## config.mk

```make
export PLATFORM = sky130hd
export DESIGN_NAME = packed_lane_adder
export DESIGN_NICKNAME = d
export VERILOG_FILES = /design/src/rtl/packed_lane_adder_pkg.sv /design/src/rtl/lane_adder_ctrl.sv /design/src/rtl/lane_adder_dp.sv /design/src/rtl/packed_lane_adder.sv
export SDC_FILE = /design/constraint.sdc
export NUM_CORES = 1
export LEC_CHECK = 0
export ABC_AREA = 1
export BUFFER_PORTS_ARGS = -buffer_cell sky130_fd_sc_hd__buf_2
export CAP_MARGIN = 10
export CORE_MARGIN = 2
export CORE_UTILIZATION = 54
export CTS_CLUSTER_DIAMETER = 40
export DETAILED_ROUTE_END_ITERATION = 10
export GPL_ROUTABILITY_DRIVEN = 0
export HOLD_SLACK_MARGIN = 0.03
export PLACE_DENSITY = 0.94
export SYNTH_ARGS = -nofsm -noshare
export SYNTH_HDL_FRONTEND = slang
export SYNTH_SLANG_ARGS = --single-unit
```

## constraint.sdc

```tcl
create_clock -name clk -period 0.85 [get_ports clk]
set_input_delay 0.1275 -clock clk [delete_from_list [all_inputs] [get_ports clk]]
set_output_delay 0.1275 -clock clk [all_outputs]
set_load 0.05 [all_outputs]
```

## src/rtl/packed_lane_adder_pkg.sv

```systemverilog
package packed_lane_adder_pkg;

  typedef enum logic [1:0] {
    WIDTH_8    = 2'b00,
    WIDTH_16   = 2'b01,
    WIDTH_32   = 2'b10,
    WIDTH_FULL = 2'b11
  } widthSel_e;

  typedef struct packed {
    logic capture;
  } dpStrobe_t;

endpackage

```

## src/rtl/lane_adder_ctrl.sv

```systemverilog
module lane_adder_ctrl
  import packed_lane_adder_pkg::*;
#(
  parameter int DATA_W = 64,
  localparam int NUM_BYTES = DATA_W / 8
) (
  input  logic                 clk,
  input  logic                 rstN,
  input  logic                 validIn,
  input  logic [1:0]           widthSel,
  output dpStrobe_t            strobes,
  output logic [NUM_BYTES-1:0] carryKill,
  output logic                 validOut
);

  // A set bit b blocks the carry coming into byte b from byte b-1.
  always_comb begin
    carryKill = '0;
    for (int b = 0; b < NUM_BYTES; b++) begin
      unique case (widthSel)
        WIDTH_8:  carryKill[b] = 1'b1;
        WIDTH_16: carryKill[b] = (b % 2) == 0;
        WIDTH_32: carryKill[b] = (b % 4) == 0;
        default:  carryKill[b] = (b == 0);
      endcase
    end
  end

  assign strobes.capture = validIn;

  always_ff @(posedge clk or negedge rstN) begin
    if (!rstN) validOut <= 1'b0;
    else       validOut <= validIn;
  end


  valid_delay_chk: assert property (@(posedge clk) disable iff (!rstN)
    $past(rstN) |-> (validOut == $past(validIn)));


  half_word_cuts_chk: assert property (@(posedge clk) disable iff (!rstN)
    (widthSel == WIDTH_16) |-> ($countones(carryKill) == NUM_BYTES / 2));

endmodule

```

## src/rtl/lane_adder_dp.sv

```systemverilog
module lane_adder_dp
  import packed_lane_adder_pkg::*;
#(
  parameter int DATA_W = 64,
  localparam int NUM_BYTES = DATA_W / 8
) (
  input  logic                 clk,
  input  logic                 rstN,
  input  dpStrobe_t            strobes,
  input  logic [NUM_BYTES-1:0] carryKill,
  input  logic [DATA_W-1:0]    opA,
  input  logic [DATA_W-1:0]    opB,
  output logic [DATA_W-1:0]    sumOut
);

  logic [NUM_BYTES-1:0] carryIn;
  logic [DATA_W-1:0]    sumComb;

  assign carryIn[0] = 1'b0;

  for (genvar b = 0; b < NUM_BYTES; b++) begin : g_byte
    logic cinGated;
    assign cinGated = carryIn[b] & ~carryKill[b];
    if (b < NUM_BYTES - 1) begin : g_mid
      assign {carryIn[b+1], sumComb[b*8 +: 8]} =
        {1'b0, opA[b*8 +: 8]} + {1'b0, opB[b*8 +: 8]} + {8'b0, cinGated};
    end else begin : g_top
      assign sumComb[b*8 +: 8] = opA[b*8 +: 8] + opB[b*8 +: 8] + {7'b0, cinGated};
    end
  end

  always_ff @(posedge clk or negedge rstN) begin
    if (!rstN)                sumOut <= '0;
    else if (strobes.capture) sumOut <= sumComb;
  end


  hold_when_idle_chk: assert property (@(posedge clk) disable iff (!rstN)
    !strobes.capture |=> $stable(sumOut));

endmodule

```

## src/rtl/packed_lane_adder.sv

```systemverilog
module packed_lane_adder
  import packed_lane_adder_pkg::*;
#(
  parameter int DATA_W = 64,
  localparam int NUM_BYTES = DATA_W / 8
) (
  input  logic              clk,
  input  logic              rstN,
  input  logic              validIn,
  input  logic [1:0]        widthSel,
  input  logic [DATA_W-1:0] opA,
  input  logic [DATA_W-1:0] opB,
  output logic [DATA_W-1:0] sumOut,
  output logic              validOut
);

  dpStrobe_t            strobes;
  logic [NUM_BYTES-1:0] carryKill;

  lane_adder_ctrl #(.DATA_W(DATA_W)) u_ctrl (
    .clk      (clk),
    .rstN     (rstN),
    .validIn  (validIn),
    .widthSel (widthSel),
    .strobes  (strobes),
    .carryKill(carryKill),
    .validOut (validOut)
  );

  lane_adder_dp #(.DATA_W(DATA_W)) u_dp (
    .clk      (clk),
    .rstN     (rstN),
    .strobes  (strobes),
    .carryKill(carryKill),
    .opA      (opA),
    .opB      (opB),
    .sumOut   (sumOut)
  );


  byte_lane0_chk: assert property (@(posedge clk) disable iff (!rstN)
    (validIn && widthSel == WIDTH_8) |=>
      (sumOut[7:0] == $past(opA[7:0] + opB[7:0])));


  full_width_chk: assert property (@(posedge clk) disable iff (!rstN)
    (validIn && widthSel == WIDTH_FULL) |=> (sumOut == $past(opA + opB)));

endmodule

```

Word level (Yosys, flattened, before mapping)
Cells that the tools add are included. W data, S select, Z words.

Add/sub/neg operators: 15. Equality and inequality tests: 2. Muxes and demuxes: 3. Bitwise logic cells: 10. Reduce and logical (&&, ||, !) cells: 3.

Operator list (number): $add A8 B8 Y9 (7); $add A9 B1 Y9 (6); $add A8 B1 Y8 (1); $add A8 B8 Y8 (1); $and A1 B1 Y1 (7); $mux W1 (3); $not A1 Y1 (3); $reduce_or A3 Y1 (1); $eq A2 B1 Y1 const B (1); $eq A2 B2 Y1 const B (1); $logic_not A2 Y1 (1); $reduce_or A2 Y1 (1).

Register bits: 65. Input port bits: 133. Output and inout bits: 65. Word-level logic and storage cells: 35.

Longest topological paths before layout
Word-level depth: 17. Gate-level depth with buffers: 65. Mapped depth without buffers: 65.

Modules after synthesis
From an unflattened synthesis, not the netlist that was laid out.

Cell total of the unflattened synthesis: 696. Area total of the unflattened synthesis: 5172.5 µm².

By module, submodules not included: lane_adder_dp (instances 1, cells each 685, area an instance 5087.4 µm², sequential area each 1601.5 µm²); lane_adder_ctrl (instances 1, cells each 11, area an instance 85.1 µm², sequential area each 25.0 µm²).

Least setup slack after synthesis
Ideal clock, no wire load.

Kind: input port to flip-flop. Start point: input port opA[0]. End point: register u_dp.sumOut[62]. Setup time: 118 ps. Arrival: 9498 ps. Required time: 732 ps. Setup slack: -8766 ps. Cell stages on the path: 64. Path buffers: 0. Path through: ha_1 > fa_1 > nand2_1 > nand2_1 > nand3b_1 > nand2_1 > nand2_1 > a21oi_1 > fa_1 > fa_1 > nand2_1 > nand3_1 > nand3b_1 > nand2_1 > nand2_1 > a21oi_1 > fa_1 > fa_1 > (+28 left out) > nand2_1 > a21oi_1 > fa_1 > fa_1 > nand2_1 > nand2_1 > nand3b_1 > nand2_1 > nand2_1 > a21oi_1 > fa_1 > fa_1 > nand3_1 > nand2_1 > nand2_1 > nand3_1 > nand3_1 > nand2_1.

Longest elaborated chain between the ends: 15.

RTL lines: from (decl) (RTL line packed_lane_adder.sv:11) `input logic [DATA_W-1:0] opA,`; $add A8 B8 Y9 (RTL line lane_adder_dp.sv:26) `{1'b0, opA[b*8 +: 8]} + {1'b0, opB[b*8 +: 8]} + {8'b0, cinGated};`; $and A1 B1 Y1 (RTL line lane_adder_dp.sv:23) `assign cinGated = carryIn[b] & ~carryKill[b];`; $add A9 B1 Y9 (RTL line lane_adder_dp.sv:26); $and A1 B1 Y1 (RTL line lane_adder_dp.sv:23); $add A9 B1 Y9 (RTL line lane_adder_dp.sv:26); $and A1 B1 Y1 (RTL line lane_adder_dp.sv:23); $add A9 B1 Y9 (RTL line lane_adder_dp.sv:26); $and A1 B1 Y1 (RTL line lane_adder_dp.sv:23); $add A9 B1 Y9 (RTL line lane_adder_dp.sv:26); $and A1 B1 Y1 (RTL line lane_adder_dp.sv:23); $add A9 B1 Y9 (RTL line lane_adder_dp.sv:26); $and A1 B1 Y1 (RTL line lane_adder_dp.sv:23); $add A9 B1 Y9 (RTL line lane_adder_dp.sv:26); $and A1 B1 Y1 (RTL line lane_adder_dp.sv:23); $add A8 B1 Y8 (RTL line lane_adder_dp.sv:28) `assign sumComb[b*8 +: 8] = opA[b*8 +: 8] + opB[b*8 +: 8] + {7'b0, cinGated};`; to (signal assigned) (RTL line lane_adder_dp.sv:34) `else if (strobes.capture) sumOut <= sumComb;`; to (decl) (RTL line lane_adder_dp.sv:13) `output logic [DATA_W-1:0] sumOut`.

No other way between the ends. A chain may end at the register's enable or synchronous reset.

Worst setup path in the final report
Ends and elaborated chain as after synthesis.

==> out/results.txt <==
For the TritonCTS sink count, the log shows 65. The worst setup path is launched from an input pin. The synthesized netlist contains 23 unique library cells. Detailed placement ended at an HPWL of 12.6 mm.

The H-tree was split into 3 levels. The stage delay of the slowest cell on the critical path is 0.41 ns, and the number of design-rule violations left by the first detailed-router iteration is 474. The vias per cell is 6.10. The combinational share of power was 55.3%. The run finished, with violations left. When the netlist entered floorplanning its net count stood at 889. Between clock sinks in the finished design, the worst skew comes to 0 ns. During synthesis, Yosys emitted a total of 0 warnings.

The die covers 10200 sq um. The most frequent cell after synthesis is sky130_fd_sc_hd__nand2_1. The final route contains 6782 vias.

The setup slack after layout is -8.87 ns. Yosys attributes the largest share of cell area to sky130_fd_sc_hd__dfrtp_1 32%, sky130_fd_sc_hd__nand2_1 21%, sky130_fd_sc_hd__ha_1 14%. The highest net fanout along the worst path came out at 2. The critical path is of the in2reg type. The hold-critical path depth came out at 4.

The async set-or-reset flop fraction in the synthesized netlist is 100%, and the mean instance size in the synthesized netlist is 7.38 sq um. For the final routed database, the setup TNS stands at -293.79 ns. For the pin with the worst max-slew slack, the measured transition is 0.471 ns. Setup repair after global routing could not meet its margin everywhere. For the worst setup path, the data arrival time is 9.95 ns. Global route total overflow: 0. The proportion of netlist area held by the largest area contributor is 32.2%. The run gives 28.5% as the sequential cell fraction of total power. After synthesis, the most frequently instantiated cells are 283 x sky130_fd_sc_hd__nand2_1, 65 x sky130_fd_sc_hd__dfrtp_1, 56 x sky130_fd_sc_hd__ha_1. The worst pin sits at a relative slew slack of 68.3%. The tools report the total leakage power as 4.43 nW.

All-layer global routing usage: 31.7%. Most area-hungry cell type in the Yosys netlist: sky130_fd_sc_hd__dfrtp_1. Counting tap cells, the placed design contains a total of 1053 instances. The cell that appears most often on the critical path is sky130_fd_sc_hd__nand2_2.

The tools report the max capacitance violation total as 0. The share of final-layout standard cells stronger than drive strength 1 was 44.0%; the number of cell instances on the worst register-to-register path was 3. Counting along the longest clock path gives a buffer depth of 2. During I/O placement, the number of pins put on the boundary was 198. The post-synthesis sequential area ratio is 32.2%, and the die height is 101 um. In the final routed layout, each cell accounts on average for 21.1 um. The routed design has 23.5 mm of wire. For the latest clock arrival within the worst-skew pair, the log shows 0.34 ns. Across the VDD grid, the largest voltage drop is 0.00125 V. Post-route cell area: 8170 sq um. The fraction of power spent switching nets works out to 45.1%. The cell area after placement was 6910 sq um; the total internal power was 0.00788 W. The tools report the final number of setup-violating endpoints as 126. After synthesis, the largest family of logic cells by area is simple AND/OR/NAND/NOR gates. After clock tree synthesis, the clock-pin slew on the worst setup and hold paths is 0.07 ns.

The most used flip-flop cell after synthesis is sky130_fd_sc_hd__dfrtp_1. In this run the tool buffered the top-level ports with 197 buffer cells. After Yosys synthesis, full adders, half adders and majority gates account for 19.8% of the synthesized area. Subtracting the final worst setup slack from the clock period gives 9.72 ns.

Once layout is complete, the cells apart from fillers number 1111. The type of the worst min-delay path was in2reg. The initialized floorplan defines 35 standard-cell rows. The tools report the part of the power in the clock network as 16.1%.

The width of the die was 101 um; the starting utilization of the core area was 55.3%. The category of the worst setup path capture point was a flop. The first global-routing pass estimated 25.4 mm of wire. In this run, synthesis inferred 0 flip-flops with an integrated enable.

The number of max-slew violations in the final report was 0; the area added between synthesis and finish was 61.5%. The number of CTS-inserted buffers came out at 9. The required time reported for the critical path endpoint is 1.08 ns, and the post-synthesis share of cell area spent on xor and xnor gates is 1.73%. Number of synthesized register bits: 65. TritonCTS built the clock tree. Synthesized instance count: 685. Dividing the final minimum period by the clock period gives 1140%. The final reports fail on setup timing.

In this run the remaining antenna-violating nets after routing total 0. The first TritonRoute pass finished after 8 iterations. The fraction of synthesized area in multiplexers works out to 0%. The via count of the first global-routing pass was 5715; the share of the synthesized area in compound gates (AO/OA/AOI/OAI) was 5.89%. Power density over the cells: 1760 nW/um^2. The slowest stage of the critical path is the sky130_fd_sc_hd__fa_2 cell. In the routed design, unresolved DRC markers number 0.

The area of the core was 9150 sq um. Derived from the worst setup path, the maximum achievable clock frequency is 0.103 GHz. Initial antenna violation count: 4.

The number of nets in the finished design came out at 1200. Number of fill cells in the layout: 386. Across all register-to-register paths, the minimum setup slack is -0.12 ns. The maximum number of pins on one net before global-route repair came out at 46. Combined area of all synthesized cells: 5060 sq um.

The net switching power was 0.00647 W. The tools report the number of failing hold endpoints at the final stage as 0. After Yosys synthesis, and, or, nand and nor cells account for 35.5% of the synthesized area. Root buffer cell: sky130_fd_sc_hd__clkbuf_8.
## critical path, delay by kind of cell
family | cells | cell delay [ns]
buffers and inverters | 1 | 0.10
and+or+nand+nor | 41 | 3.56
AOI/OAI and AO/OA | 7 | 0.44
adders and majority gates | 16 | 5.70
## registers in the layout, indices dropped and copies added, names as in the netlist
register / flops
u_dp.sumOut: 64
u_ctrl.validOut: 1
## logic make-up after synthesis
kind of cell | after synthesis
compound gates | 59
xor+xnor | 10
fa+ha+maj | 71
buf+inv | 62
flops | 65
simple gates | 418
## cells in the final DEF (no fill, tap or decap), drive strengths merged
cell type    count
nand2          284
and2             6
xnor2            4
dlygate4sd3      1
xor2             6
clkbuf          12
nand3           46
ha              56
or2             14
buf            312
inv             49
o211ai           1
nor2            41
fa              15
clkinv           1
dfrtp           65
nand3b          27
a21oi           27
o21ai           31
diode            2
## area by class of cell
type | count | area [sq um] | share of cell area, %
diodes | 2 | 5.00 | 0.0613
clock buffers | 12 | 145 | 1.78
clock inverters | 1 | 5.00 | 0.0613
inverters | 49 | 184 | 2.25
multi-input cells | 558 | 3660 | 44.8
flip-flops and latches | 65 | 1630 | 19.9
well taps | 111 | 139 | 1.70
repair buffers | 313 | 2410 | 29.4
## power groups by stage
stage | Combinational, W | Sequential [W] | Clock [W]
floorplan | 0.00204 | 0.00580 | 0
global placement | 0.00575 | 0.00394 | 0
detailed placement | 0.00595 | 0.00395 | 0
CTS | 0.00642 | 0.00398 | 0.00224
global route | 0.00830 | 0.00414 | 0.00243
finish | 0.00794 | 0.00409 | 0.00232
## what timing repair did
action	4_1_cts	5_1_grt
hold buffers	1	0
endpoints found under the setup margin	126	126
cloned	0	0
resized for setup	98	161
setup buffers	3	39
pin swaps	18	47
hold endpoints to repair	65	0
## through the flow
stage / setup slack, ns / power [W] / hold slack, ns / utilization [%]
after floorplan: -8.03 / 0.00784 / -0.168 / -
after global placement: -8.49 / 0.00969 / 0.144 / 75.5
after CTS: -8.33 / 0.0126 / 0.153 / 80.9
after detailed placement: -8.85 / 0.00990 / 0.155 / 75.5
after global routing: -9.19 / 0.0149 / 0.170 / 89.3
final: -8.87 / 0.0143 / 0.149 / 89.3
## per-layer routing
metal,global-route usage (%),part of all wire (%)
met5,0,0.055
met4,13.0,9.0
met2,58.7,47
met1,34.2,32
met3,7.70,13
## worst paths after layout
| kind | startpoint | to |
|---|---|---|
| max in group asynchronous | rstN | u_dp.sumOut[31]$_DFFE_PN0P_ |
| setup reg to reg | u_dp.sumOut[40]$_DFFE_PN0P_ | u_dp.sumOut[40]$_DFFE_PN0P_ |
| min in group asynchronous | rstN | u_dp.sumOut[42]$_DFFE_PN0P_ |
| setup / recovery | opA[0] | u_dp.sumOut[62]$_DFFE_PN0P_ |
| hold / removal | opA[0] | u_dp.sumOut[0]$_DFFE_PN0P_ |
| hold reg to reg | u_dp.sumOut[54]$_DFFE_PN0P_ | u_dp.sumOut[54]$_DFFE_PN0P_ |
(Power assumes the default switching activity.)
